[config.mk]
export PLATFORM = sky130hd
export DESIGN_NAME = tx_fcs_append
export DESIGN_NICKNAME = d
export VERILOG_FILES = /design/src/rtl/tx_fcs_pkg.sv /design/src/rtl/tx_fcs_crc.sv /design/src/rtl/tx_fcs_policy.sv /design/src/rtl/tx_fcs_emit.sv /design/src/rtl/tx_fcs_append.sv
export SDC_FILE = /design/constraint.sdc
export NUM_CORES = 1
export LEC_CHECK = 0
export ABC_AREA = 1
export BUFFER_PORTS_ARGS = -buffer_cell sky130_fd_sc_hd__buf_2
export CELL_PAD_IN_SITES_DETAIL_PLACEMENT = 1
export CELL_PAD_IN_SITES_GLOBAL_PLACEMENT = 2
export CORE_ASPECT_RATIO = 0.6
export CORE_MARGIN = 8
export CORE_UTILIZATION = 34
export DETAILED_ROUTE_END_ITERATION = 7
export GPL_ROUTABILITY_DRIVEN = 1
export PLACE_DENSITY = 0.92
export SYNTH_ARGS = -nofsm -noshare
export SYNTH_HDL_FRONTEND = slang
export SYNTH_SLANG_ARGS = --single-unit
[constraint.sdc]
create_clock -name clk_i -period 2.1 [get_ports clk_i]
set_input_delay 0.105 -clock clk_i [delete_from_list [all_inputs] [get_ports clk_i]]
set_output_delay 0.105 -clock clk_i [all_outputs]
set_load 0.02 [all_outputs]
[src/rtl/tx_fcs_pkg.sv]
package tx_fcs_pkg;
  localparam int unsigned BYTE_W    = 8;
  localparam int unsigned CRC_W     = 32;
  localparam int unsigned FCS_BYTES = CRC_W / BYTE_W;
  localparam int unsigned IDX_W     = $clog2(FCS_BYTES);
  localparam logic [CRC_W-1:0] CRC_POLY = 32'hEDB88320;
  localparam logic [CRC_W-1:0] CRC_INIT = '1;

  typedef enum logic [1:0] {
    ST_IDLE,
    ST_PASS,
    ST_FCS,
    ST_DROP
  } st_e;

  // one byte of reflected CRC, LSB of data first
  function automatic logic [CRC_W-1:0] crc_step(input logic [CRC_W-1:0] c,
                                                input logic [BYTE_W-1:0] d);
    logic [CRC_W-1:0] r;
    logic fb;
    r = c;
    for (int b = 0; b < BYTE_W; b++) begin
      fb = r[0] ^ d[b];
      r  = r >> 1;
      if (fb) r = r ^ CRC_POLY;
    end
    return r;
  endfunction
endpackage

[src/rtl/tx_fcs_crc.sv]
module tx_fcs_crc
  import tx_fcs_pkg::*;
(
  input  logic              clk_i,
  input  logic              rst_ni,
  input  logic              en_i,
  input  logic              init_i,
  input  logic [BYTE_W-1:0] data_i,
  output logic [CRC_W-1:0]  crc_o
);
  logic [CRC_W-1:0] crc_q;
  logic [CRC_W-1:0] base;

  assign base = init_i ? CRC_INIT : crc_q;

  always_ff @(posedge clk_i or negedge rst_ni) begin
    if (!rst_ni)   crc_q <= CRC_INIT;
    else if (en_i) crc_q <= crc_step(base, data_i);
  end

  assign crc_o = crc_q;
endmodule

[src/rtl/tx_fcs_policy.sv]
module tx_fcs_policy (
  input  logic req_i,
  input  logic dis_i,
  input  logic pad_i,
  output logic append_o
);
  // fixed priority: auto-pad, then per-frame request, then global disable
  always_comb begin
    if (pad_i)      append_o = 1'b1;
    else if (req_i) append_o = 1'b1;
    else            append_o = ~dis_i;
  end
endmodule

[src/rtl/tx_fcs_emit.sv]
module tx_fcs_emit
  import tx_fcs_pkg::*;
(
  input  logic [CRC_W-1:0]  crc_i,
  input  logic              bad_i,
  input  logic [IDX_W-1:0]  idx_i,
  output logic [BYTE_W-1:0] byte_o
);
  logic [CRC_W-1:0]  word;
  logic [BYTE_W-1:0] lanes [FCS_BYTES];

  // good FCS is the complemented register; a killed frame sends it uncomplemented
  assign word = bad_i ? crc_i : ~crc_i;

  for (genvar g = 0; g < FCS_BYTES; g++) begin : g_lane
    assign lanes[g] = word[g*BYTE_W +: BYTE_W];
  end

  assign byte_o = lanes[idx_i];
endmodule

[src/rtl/tx_fcs_append.sv]
module tx_fcs_append
  import tx_fcs_pkg::*;
(
  input  logic              clk_i,
  input  logic              rst_ni,
  input  logic              auto_pad_i,
  input  logic              fcs_dis_i,
  input  logic              in_valid_i,
  output logic              in_ready_o,
  input  logic              in_first_i,
  input  logic              in_last_i,
  input  logic [BYTE_W-1:0] in_data_i,
  input  logic              fcs_req_i,
  input  logic              kill_i,
  output logic              out_valid_o,
  input  logic              out_ready_i,
  output logic              out_first_o,
  output logic              out_last_o,
  output logic [BYTE_W-1:0] out_data_o
);
  st_e              st_q, st_d;
  logic [IDX_W-1:0] idx_q, idx_d;
  logic             app_q, app_d;
  logic             bad_q, bad_d;
  logic             drop_q, drop_d;
  logic             app_now;
  logic             crc_en, crc_init;
  logic [CRC_W-1:0] crc;
  logic [BYTE_W-1:0] fcs_byte;
  logic             fcs_end;

  tx_fcs_policy i_policy (
    .req_i    (fcs_req_i),
    .dis_i    (fcs_dis_i),
    .pad_i    (auto_pad_i),
    .append_o (app_now)
  );

  tx_fcs_crc i_crc (
    .clk_i  (clk_i),
    .rst_ni (rst_ni),
    .en_i   (crc_en),
    .init_i (crc_init),
    .data_i (in_data_i),
    .crc_o  (crc)
  );

  tx_fcs_emit i_emit (
    .crc_i  (crc),
    .bad_i  (bad_q),
    .idx_i  (idx_q),
    .byte_o (fcs_byte)
  );

  assign fcs_end = (idx_q == IDX_W'(FCS_BYTES - 1));

  always_comb begin
    st_d        = st_q;
    idx_d       = idx_q;
    app_d       = app_q;
    bad_d       = bad_q;
    drop_d      = drop_q;
    in_ready_o  = 1'b0;
    out_valid_o = 1'b0;
    out_first_o = 1'b0;
    out_last_o  = 1'b0;
    out_data_o  = in_data_i;
    crc_en      = 1'b0;
    crc_init    = 1'b0;
    unique case (st_q)
      ST_IDLE: begin
        if (in_valid_i) begin
          if (!in_first_i) begin
            in_ready_o = 1'b1;
          end else if (kill_i) begin
            in_ready_o = 1'b1;
            if (!in_last_i) st_d = ST_DROP;
          end else begin
            out_valid_o = 1'b1;
            out_first_o = 1'b1;
            out_last_o  = in_last_i & ~app_now;
            in_ready_o  = out_ready_i;
            if (out_ready_i) begin
              crc_en   = 1'b1;
              crc_init = 1'b1;
              app_d    = app_now;
              bad_d    = 1'b0;
              drop_d   = 1'b0;
              if (in_last_i) st_d = app_now ? ST_FCS : ST_IDLE;
              else           st_d = ST_PASS;
            end
          end
        end
      end
      ST_PASS: begin
        if (kill_i) begin
          st_d   = ST_FCS;
          bad_d  = 1'b1;
          drop_d = 1'b1;
        end else if (in_valid_i) begin
          out_valid_o = 1'b1;
          out_last_o  = in_last_i & ~app_q;
          in_ready_o  = out_ready_i;
          if (out_ready_i) begin
            crc_en = 1'b1;
            if (in_last_i) st_d = app_q ? ST_FCS : ST_IDLE;
          end
        end
      end
      ST_FCS: begin
        out_valid_o = 1'b1;
        out_data_o  = fcs_byte;
        out_last_o  = fcs_end;
        if (out_ready_i) begin
          idx_d = idx_q + IDX_W'(1);
          if (fcs_end) begin
            idx_d = '0;
            st_d  = drop_q ? ST_DROP : ST_IDLE;
          end
        end
      end
      ST_DROP: begin
        in_ready_o = 1'b1;
        if (in_valid_i && in_last_i) st_d = ST_IDLE;
      end
      default: st_d = ST_IDLE;
    endcase
  end

  always_ff @(posedge clk_i or negedge rst_ni) begin
    if (!rst_ni) begin
      st_q   <= ST_IDLE;
      idx_q  <= '0;
      app_q  <= 1'b0;
      bad_q  <= 1'b0;
      drop_q <= 1'b0;
    end else begin
      st_q   <= st_d;
      idx_q  <= idx_d;
      app_q  <= app_d;
      bad_q  <= bad_d;
      drop_q <= drop_d;
    end
  end
endmodule

==> impl_metrics.py <==
metrics = {
    "timing": {
        "tns_ns": 0,
        "finalSetupViolCount": 0,
        "worst_slack_ns": 0.0167,
        "tightest_slew_ns": 0.743,
        "min_period_over_period_pct": 99.2,
        "final_max_slew_viol_count": 0,
        "fin_crit_ns": 2.08,
        "rsz0062_at_grt": "true",
        "fmax_mhz": 480,
        "relSlewSlack_pct": 50.4,
        "hold_viol_final": 0,
        "fin_skew_ns": 0.00969,
        "worst_hold_slack_ns": 0.208,
    },
    "critical_path": {
        "critPathArrivalTime_ns": 2.31,
        "criticalPathCategory": "flip-flop to flip-flop",
        "cp_max_fo": 12,
        "crit_path_end_kind": "flip-flop",
        "cp.required_ns": 2.33,
        "crit_path_start_kind": "flip-flop",
    },
    "cts": {
        "cts_tree": "built",
        "cts-htree-levels": 2,
        "clkTransAtPathRegs_ns": 0.07,
        "root_buffer": "clkbuf_16",
        "cts_sinks": 38,
        "clk_latency_ns": 0.29,
        "cts_buffer_depth": 2,
        "numCtsBuffers": 5,
    },
    "global_routing": {
        "grt_max_degree": 27,
        "grt_pass1_vias": 3688,
        "grt_overflow": 0,
        "grt_use_met2_pct": 28.4,
        "antenna_found_initial": 0,
        "met1_usage_pct": 26.9,
        "grt_pass1_wl_um": 20100,
        "grt_most_used_layer": "met2",
        "grtUsageMet3_pct": 3.56,
        "grtUsageTotal_pct": 18.6,
    },
    "synthesis": {
        "async_reset_ff_share_pct": 100,
        "synth_nets": 528,
        "yosysSeqAreaShare_pct": 28.6,
        "ys_warn_count": 0,
        "ys_ff_latch": 38,
        "synth_edf_count": 0,
        "ys.flop_type": "dfstp_2",
        "synthCells": 509,
        "syn_area_sq_um": 3470,
        "syn_avg_cell_area_sq_um": 6.81,
        "yosysUniqueCellTypes": 41,
    },
    "placement": {
        "port_buffers": 29,
        "gp_congestion": 0.903,
        "dp.cells": 680,
        "detailed_place_hpwl_um": 9720,
        "place_ws_ns": -0.0768,
    },
    "layout": {
        "synthToLayoutAreaGrowth_pct": 29.1,
        "instances_no_fill": 716,
        "antennaDiodeCount": 0,
        "nets": 599,
        "drive_gt1_share_pct": 36.0,
    },
    "run_status": {
        "status": "completed",
    },
    "detailed_routing": {
        "first_iter_violations": 260,
        "ant_nets": 0,
        "drc": 0,
        "post_drt_wl_per_cell_um": 18.8,
        "routed_wl_um": 13500,
        "vias": 3677,
        "drt_pre_antenna_iters": 5,
        "vias_per_cell": 5.14,
    },
    "floorplanning": {
        "die_area_sq_um": 13800,
        "coreArea_sq_um": 9880,
        "initial_core_util_pct": 35.1,
        "rows": 28,
        "die_y_um": 94.2,
        "die_w_um": 146,
        "ios": 30,
    },
    "power_and_ir_drop": {
        "leakagePower_nw": 2.27,
        "ir_drop_v": 0.000630,
        "powerDensity_nw_per_um2": 1810,
    },
    "flow_run": {
        "cap_violations": 0,
    },
    "min_path": {
        "hp-class": "primary input to flip-flop",
    },
}
per-layer routing:
| metal | wire [um] | share of wire [%] | up-vias |
|---|---|---|---|
| met5 | 0 | 0 | - |
| met4 | 138 | 1.0 | 0 |
| met3 | 689 | 5.1 | 14 |
| met2 | 5840 | 43 | 99 |
| met1 | 6800 | 50 | 1827 |
| li1 | - | - | 1737 |
worst max-delay path, cell delays in order, from the launching register on:
cell     delay [ns]
dfrtp_1        0.41
nor2_4         0.15
nand3_4        0.10
buf_12         0.16
buf_12         0.14
nand3_2        0.07
nand2_4        0.09
xnor2_4        0.30
inv_2          0.12
nand2_1        0.08
nand2_1        0.08
nand2_1        0.12
nand3_2        0.12
o21ai_2        0.08
state kept, by name (all words and copies together), names as in the netlist:
signal	flops
app_q	1
drop_q	1
idx_q	2
i_crc.crc_o	32
st_q	2
power breakdown:
part | switching, W | internal, W | total (W)
combinational | 0.00360 | 0.00210 | 0.00570
sequential | 0.000237 | 0.00129 | 0.00152
clock | 0.000338 | 0.000563 | 0.000901
Yosys cell counts, drive strengths merged (2+ instances only):
cell type  instances  area share (%)
nand4              2            0.36
clkbuf             8            0.90
dfstp             32              24
xor2              35             9.8
a21oi             17             2.5
nand2            187              25
inv               66             7.1
xnor2              5             1.8
a22oi              5             1.1
nand3             33             6.1
dfrtp              6             4.3
o21ai             64             9.2
buf                8             1.4
nor2              23             2.9
or2                7             1.3
nor4               2            0.36
repair_timing:
item                                   4_1_cts  5_1_grt
endpoints found under the hold margin        6        0
setup endpoints to repair                    4       25
setup buffers                                1       24
hold buffers                                 1        0
gates resized for setup                      4       41
gates cloned                                 0        2
pin swaps                                    3       14
final timing paths:
path                                       from              end  slack [ns]  depth (start not counted)
worst max-delay path                    st_q[0]  i_crc.crc_o[18]        0.02                         13
worst min-delay path                 auto_pad_i            app_q        0.21                          3
worst max register to register          st_q[0]  i_crc.crc_o[18]        0.02                         13
worst min register to register  i_crc.crc_o[17]  i_crc.crc_o[17]        0.47                          2
max in group asynchronous                rst_ni  i_crc.crc_o[20]        0.99                          3
min in group asynchronous                rst_ni            app_q        0.39                          2
area by class of cell:
cell class                 count  area, sq um
inverter                      67          255
sequential                    38          992
multi-input combinational    388         2320
fill                        1273         5400
clock buffer                   7          133
timing repair buffer          79          574
tap                          135          169
timing repair inverter         1         5.00
clock inverter                 1         30.0
logic make-up (layout without fill, tap and decap cells):
logic type      Yosys count  after routing  share of synthesized area [%]
compound gates           89             89                           13.4
flops                    38             38                           28.6
simple gates            258            258                           36.5
fa+ha+maj                 1              1                          0.361
buf+inv                  83            155                           9.52
xor+xnor                 40             40                           11.6
cells in the final DEF, fill, tap and decap left out, types with 3 or more instances in the layout:
master / instances
a21oi_1: 17
a22oi_1: 5
buf_2: 27
buf_4: 47
clkbuf_16: 6
dfrtp_1: 5
dfstp_2: 32
inv_1: 57
inv_2: 9
nand2_1: 142
nand2_2: 27
nand2_4: 17
nand3_1: 23
nand3_2: 9
nor2_1: 14
nor2_2: 6
nor2_4: 3
o21ai_0: 52
o21ai_1: 11
or2_2: 5
xnor2_1: 4
xor2_1: 28
xor2_2: 3
xor2_4: 4
per-stage QoR:
step	power (W)	utilization, %	cell area [sq um]
3_5_place_dp	0.00638	39.5	3900
3_3_place_gp	0.00618	39.5	3900
4_1_cts	0.00737	41.5	4100
2_1_floorplan	0.00485	-	3470
6_report	0.00812	45.3	4480
5_1_grt	0.00871	45.3	4480
Note: power is estimated with default switching activity, not from simulation.
